**src/rtl/dtrig_pkg.sv**
```systemverilog
package dtrig_pkg;

  localparam int DT_CFG_W   = 18;
  localparam int DT_NSRC    = 12;
  localparam int DT_SEL_W   = 4;
  localparam int DT_MAX_POW = 10;
  localparam int DT_SYNC    = 2;

  typedef struct packed {
    logic       preq_en;
    logic       hw_en;
    logic       pol_hi;
    logic       lvl_mode;
    logic       burst;
    logic [3:0] pow;
    logic       src_wrap;
    logic       dst_wrap;
    logic [1:0] prio;
  } dt_cfg_t;

  function automatic dt_cfg_t dt_decode(input logic [DT_CFG_W-1:0] w);
    dt_cfg_t c;
    c.preq_en  = w[0];
    c.hw_en    = w[1];
    c.pol_hi   = w[4];
    c.lvl_mode = w[5];
    c.burst    = w[6];
    c.pow      = w[11:8];
    c.src_wrap = w[14];
    c.dst_wrap = w[15];
    c.prio     = w[17:16];
    return c;
  endfunction

endpackage

```
**src/rtl/dtrig_rst_sync.sv**
```systemverilog
module dtrig_rst_sync (
  input  logic clk,
  input  logic rst_n,
  output logic rst_sync_n
);
  logic [1:0] stg_q;
  logic [1:0] stg_d;

  always_comb stg_d = {stg_q[0], 1'b1};

  always_ff @(posedge clk or negedge rst_n) begin
    if (!rst_n) stg_q <= 2'b00;
    else        stg_q <= stg_d;
  end

  assign rst_sync_n = stg_q[1];
endmodule

```
**src/rtl/dtrig_sync_det.sv**
```systemverilog
module dtrig_sync_det #(
  parameter int NSRC   = 12,
  parameter int SEL_W  = 4,
  parameter int STAGES = 2
) (
  input  logic             clk,
  input  logic             rst_n,
  input  logic [NSRC-1:0]  src_i,
  input  logic [SEL_W-1:0] sel_i,
  input  logic             pol_hi_i,
  output logic             edge_o,
  output logic             level_o
);
  logic              sel_bit;
  logic [STAGES-1:0] chain_q;
  logic [STAGES-1:0] chain_d;
  logic              prev_q;
  logic              prev_d;
  logic              s_now;

  // Source mux: selects beyond NSRC pick nothing
  always_comb begin
    sel_bit = 1'b0;
    for (int i = 0; i < NSRC; i++) begin
      if (sel_i == SEL_W'(i)) sel_bit = src_i[i];
    end
  end

  generate
    if (STAGES > 1) begin : g_multi
      always_comb chain_d = {chain_q[STAGES-2:0], sel_bit};
    end else begin : g_single
      always_comb chain_d = sel_bit;
    end
  endgenerate

  assign s_now  = chain_q[STAGES-1];
  assign prev_d = s_now;

  always_ff @(posedge clk or negedge rst_n) begin
    if (!rst_n) begin
      chain_q <= '0;
      prev_q  <= 1'b0;
    end else begin
      chain_q <= chain_d;
      prev_q  <= prev_d;
    end
  end

  // Polarity applied to the transition, not to the stored sample, so a
  // polarity change alone never looks like an edge.
  always_comb begin
    if (pol_hi_i) begin
      edge_o  = s_now & ~prev_q;
      level_o = s_now;
    end else begin
      edge_o  = ~s_now & prev_q;
      level_o = ~s_now;
    end
  end
endmodule

```
**src/rtl/dtrig_flag.sv**
```systemverilog
module dtrig_flag (
  input  logic clk,
  input  logic rst_n,
  input  logic sw_set_i,
  input  logic sw_clr_i,
  input  logic hw_en_i,
  input  logic lvl_mode_i,
  input  logic hw_edge_i,
  input  logic hw_level_i,
  input  logic unit_done_i,
  output logic flag_o
);
  logic flag_q;
  logic flag_d;
  logic hw_hit;

  assign hw_hit = hw_en_i & (lvl_mode_i ? hw_level_i : hw_edge_i);

  always_comb begin
    flag_d = flag_q;
    if (sw_clr_i)                flag_d = 1'b0;
    else if (sw_set_i || hw_hit) flag_d = 1'b1;
    else if (unit_done_i)        flag_d = 1'b0;
  end

  always_ff @(posedge clk or negedge rst_n) begin
    if (!rst_n) flag_q <= 1'b0;
    else        flag_q <= flag_d;
  end

  assign flag_o = flag_q;
endmodule

```
**src/rtl/dtrig_burst.sv**
```systemverilog
module dtrig_burst #(
  parameter int MAX_POW = 10,
  parameter int CNT_W   = MAX_POW
) (
  input  logic       clk,
  input  logic       rst_n,
  input  logic       grant_i,
  input  logic       clr_i,
  input  logic       burst_i,
  input  logic [3:0] pow_i,
  output logic       done_o
);
  localparam logic [3:0] POW_CAP = 4'(MAX_POW);

  logic [3:0]       eff_pow;
  logic [CNT_W-1:0] last_idx;
  logic [CNT_W-1:0] cnt_q;
  logic [CNT_W-1:0] cnt_d;
  logic             cnt_en;

  assign eff_pow  = (pow_i > POW_CAP) ? POW_CAP : pow_i;
  assign last_idx = burst_i ? CNT_W'((32'd1 << eff_pow) - 32'd1) : '0;
  assign done_o   = grant_i & (cnt_q == last_idx);
  assign cnt_en   = clr_i | grant_i;

  always_comb begin
    cnt_d = cnt_q;
    if (clr_i)       cnt_d = '0;
    else if (done_o) cnt_d = '0;
    else if (grant_i) cnt_d = cnt_q + 1'b1;
  end

  always_ff @(posedge clk or negedge rst_n) begin
    if (!rst_n)      cnt_q <= '0;
    else if (cnt_en) cnt_q <= cnt_d;
  end
endmodule

```
**src/rtl/dtrig_front.sv**
```systemverilog
module dtrig_front
  import dtrig_pkg::*;
#(
  parameter int CFG_W   = DT_CFG_W,
  parameter int NSRC    = DT_NSRC,
  parameter int SEL_W   = DT_SEL_W,
  parameter int MAX_POW = DT_MAX_POW,
  parameter int STAGES  = DT_SYNC
) (
  input  logic             clk,
  input  logic             rst_n,
  input  logic [CFG_W-1:0] cfg_i,
  input  logic [SEL_W-1:0] trig_sel_i,
  input  logic [NSRC-1:0]  trig_src_i,
  input  logic             periph_req_i,
  input  logic             sw_set_i,
  input  logic             sw_clr_i,
  input  logic             valid_set_i,
  output logic             grant_o,
  output logic             burst_done_o,
  output logic             src_wrap_o,
  output logic             dst_wrap_o,
  output logic [1:0]       prio_o,
  output logic [2:0]       stat_o
);
  dt_cfg_t cfg;
  logic    rst_q_n;
  logic    hw_edge, hw_level;
  logic    flag;
  logic    unit_done;
  logic    vpend_q, vpend_d;

  assign cfg = dt_decode(cfg_i);

  dtrig_rst_sync u_rst (
    .clk        (clk),
    .rst_n      (rst_n),
    .rst_sync_n (rst_q_n)
  );

  dtrig_sync_det #(.NSRC(NSRC), .SEL_W(SEL_W), .STAGES(STAGES)) u_det (
    .clk      (clk),
    .rst_n    (rst_q_n),
    .src_i    (trig_src_i),
    .sel_i    (trig_sel_i),
    .pol_hi_i (cfg.pol_hi),
    .edge_o   (hw_edge),
    .level_o  (hw_level)
  );

  dtrig_flag u_flag (
    .clk         (clk),
    .rst_n       (rst_q_n),
    .sw_set_i    (sw_set_i),
    .sw_clr_i    (sw_clr_i),
    .hw_en_i     (cfg.hw_en),
    .lvl_mode_i  (cfg.lvl_mode),
    .hw_edge_i   (hw_edge),
    .hw_level_i  (hw_level),
    .unit_done_i (unit_done),
    .flag_o      (flag)
  );

  assign grant_o = flag & (~cfg.preq_en | periph_req_i);

  dtrig_burst #(.MAX_POW(MAX_POW)) u_burst (
    .clk     (clk),
    .rst_n   (rst_q_n),
    .grant_i (grant_o),
    .clr_i   (sw_clr_i),
    .burst_i (cfg.burst),
    .pow_i   (cfg.pow),
    .done_o  (unit_done)
  );

  always_comb begin
    vpend_d = vpend_q;
    if (valid_set_i)    vpend_d = 1'b1;
    else if (unit_done) vpend_d = 1'b0;
  end

  always_ff @(posedge clk or negedge rst_q_n) begin
    if (!rst_q_n) vpend_q <= 1'b0;
    else          vpend_q <= vpend_d;
  end

  assign burst_done_o = unit_done;
  assign src_wrap_o   = unit_done & cfg.burst & cfg.src_wrap;
  assign dst_wrap_o   = unit_done & cfg.burst & cfg.dst_wrap;
  assign prio_o       = cfg.prio;
  assign stat_o       = {flag, 1'b0, vpend_q};
endmodule

```
**config.mk**
```make
export PLATFORM = sky130hd
export DESIGN_NAME = dtrig_front
export DESIGN_NICKNAME = d
export VERILOG_FILES = /design/src/rtl/dtrig_pkg.sv /design/src/rtl/dtrig_rst_sync.sv /design/src/rtl/dtrig_sync_det.sv /design/src/rtl/dtrig_flag.sv /design/src/rtl/dtrig_burst.sv /design/src/rtl/dtrig_front.sv
export SDC_FILE = /design/constraint.sdc
export NUM_CORES = 1
export LEC_CHECK = 0
export BUFFER_PORTS_ARGS = -buffer_cell sky130_fd_sc_hd__clkbuf_2
export CAP_MARGIN = 20
export CORE_MARGIN = 8
export CORE_UTILIZATION = 44
export DETAILED_ROUTE_END_ITERATION = 8
export PLACE_DENSITY = 0.83
export SLEW_MARGIN = 20
export SYNTH_ARGS = -nofsm -noshare
export SYNTH_HDL_FRONTEND = slang
export SYNTH_SLANG_ARGS = --single-unit
```
**constraint.sdc**
```tcl
create_clock -name clk -period 3.6 [get_ports clk]
set_input_delay 0.9 -clock clk [delete_from_list [all_inputs] [get_ports clk]]
set_output_delay 0.9 -clock clk [all_outputs]
set_load 0.02 [all_outputs]
```
==> flow_summary.toml <==
[outcome]
status = "finished with violations"
violations = "setup timing"

[worst_setup_path]
r2r_end = "u_burst.cnt_q[1]"
r2r_slack_ps = 1530
end_kind = "primary output"
critPathLaunchType = "input pin"
r2r_cells = 9
startpoint = "cfg_i[10]"
crit_required_ps = 2700
crit_fanout = 6
path_class = "input pin to primary output"
rr_startpoint = "u_burst.cnt_q[3]"
worstPathArrival_ps = 2820

[detailed_routing]
wl_mm = 3.37
vias = 1251
avgViaCountPerCell = 5.54
detail_route.iter0.violations = 78
wl_per_cell_um = 14.9
final_antenna_net_count = 0
drt_pass1_iterations = 4
drcViolationCount = 0

[yosys]
synth.net_count = 186
synth.most_common_cell = "dfrtp_1"
ys_ff_latch = 17
ys_seq_area_frac = 0.321
synth_edf_count = 0
ys_warn_count = 0
synth_top_area_cell = "dfrtp_1"
yosys-top-cells-area = "dfrtp_1, mux4_2, xor2_1"
synth_cells = 144
async_reset_ff_frac = 1.00
syn_area_mm2 = 0.00133
ys.flop_type = "dfrtp_1"
synth_area_per_cell_um2 = 9.20
yosysTopAreaCellShare = 0.321
synth_commonest_cells = "dfrtp_1, nor2_1, nand2_1"
synth_cell_types = 47

[place]
hpwl_mm = 2.58
gp_congestion = 0.865
io_buffer_count = 38
placed_cells = 217

[clock_tree]
cts_buffers = 3
root_buffer = "clkbuf_4"
cts_tree = "done"
clockBufferDepth = 2
cts_max_level = 1
clk_pin_slew_worst_paths_ps = 90
clkSinkCount = 17
clk_latency_ps = 290

[global_route]
grt_start_max_net_pins = 16
grt_pass1_wl_mm = 5.45
grt_pass1_vias = 1292
grt_antenna_before_repair = 0
grt_util_all_layers = 0.131
overflow = 0

[sta]
max_slew_margin = 0.595
tns_ps = -282
worst_slack_ps = -118
drv_slew = 0
rsz0062_at_grt = "yes"
worstMarginPinSlew_ps = 608
fin_crit_sh = 1.03
finalHoldViolCount = 0
fin_crit_ps = 3720
setup_viol = 3
max_freq_mhz = 269
finClkSkew_ps = 2.06

[pwr]
power_density_mw_per_mm2 = 246
power_uw = 436
power_frac_seq = 0.480
switching_share = 0.298
clockPowerShare = 0.229
p_sw_uw = 130
ir_drop_mv = 0.182
leakagePower_uw = 0.000813
p_int_uw = 306
p_comb_frac = 0.291

[floorplan]
die_w_um = 70.9
dieArea_mm2 = 0.00502
coreArea_mm2 = 0.00295
start_util = 0.449
rows = 20
io-pin-count = 49
die_y_um = 70.9

[layout]
finalNetCount = 236
drive_above_1_share = 0.435
instances_no_fill = 226
multi_input_area_um2 = 875
area_growth_pct = 33.5
ff_latch_area_um2 = 425
fillers = 250
n_antenna_cell = 0

[flow_run]
maxCapViolations = 0

[hold_path]
hold_path_class = "flop to async pin"
-- metal layers --
metal / up-vias / GRT usage / share of wire
met5: - / 0 / 0
met2: 33 / 0.238 / 0.53
li1: 612 / - / -
met1: 601 / 0.143 / 0.41
met4: 0 / 0.0393 / 0.011
met3: 5 / 0.0353 / 0.048
-- worst max-delay path by stage --
| stage | to | cells after the start |
|---|---|---|
| 2_1_floorplan | dst_wrap_o | 10 |
| 3_5_place_dp | dst_wrap_o | 11 |
| 6_report | dst_wrap_o | 11 |
| 3_3_place_gp | dst_wrap_o | 11 |
| 5_1_grt | dst_wrap_o | 11 |
| 4_1_cts | dst_wrap_o | 11 |
-- final cells by class --
cell class	count	share of cell area
Timing Repair Buffer	57	0.210
Clock buffer	4	0.0149
Multi-Input combinational cell	107	0.494
Sequential cell	17	0.240
Inverter	8	0.0170
Tap cell	33	0.0233
-- logic make-up after synthesis --
kind of cell	share of synthesized area
compound gates	0.212
xor+xnor	0.0661
fa+ha+maj	0.0189
buf+inv	0.0850
flops	0.321
mux	0.0585
other cells	0.00567
simple gates	0.232
-- through the flow --
stage          hold WS (ps)  instance area (um^2)  utilization  worst slack, ps
2_1_floorplan           187                  1350            -             -199
3_3_place_gp            254                  1600        0.543             -180
5_1_grt                 309                  1770        0.599             -239
4_1_cts                 277                  1660        0.562             -201
3_5_place_dp            270                  1600        0.543             -228
6_report                254                  1770        0.599             -118
-- what timing repair did --
item / CTS / global route
buffers inserted: 2 / 3
setup endpoints to repair: 3 / 3
pin swaps: 0 / 1
hold buffers: 0 / 0
gates resized for setup: 3 / 24
-- state kept, by name, indices dropped and copies added, names as in the netlist --
name and cells:
u_burst.cnt_q 10, u_det.chain_q 2, u_det.prev_q 1, u_flag.flag_o 1, u_rst.stg_q 2, vpend_q 1
-- placed cells by master (no fill, tap or decap), types with 3 or more instances in the layout --
master	Yosys	layout
inv_1	8	8
xnor2_1	4	4
o21ai_0	6	5
nor2_1	13	13
clkbuf_2	0	33
nor3_1	7	6
nand2_1	10	9
dfrtp_1	17	17
and3_4	0	4
nand3_1	4	4
clkbuf_4	0	3
a21oi_1	9	8
buf_6	2	5
xor2_1	6	5
mux4_2	3	3
buf_4	5	18
-- worst max-delay path, stage by stage --
cell,delay [ps]
buf_8,100
nor3_4,200
nand2b_1,120
ha_4,200
buf_6,130
xor2_4,160
and3_4,210
o221ai_4,140
nor4_4,310
and3_4,240
buf_6,110
-- power by group through the flow --
stage | Sequential (uW) | Clock [uW] | Combinational (uW)
2_1_floorplan | 210 | 0 | 76.6
3_3_place_gp | 212 | 0 | 111
3_5_place_dp | 213 | 0 | 115
4_1_cts | 209 | 104 | 116
5_1_grt | 211 | 114 | 137
6_report | 209 | 100 | 127
(Power assumes the default switching activity.)
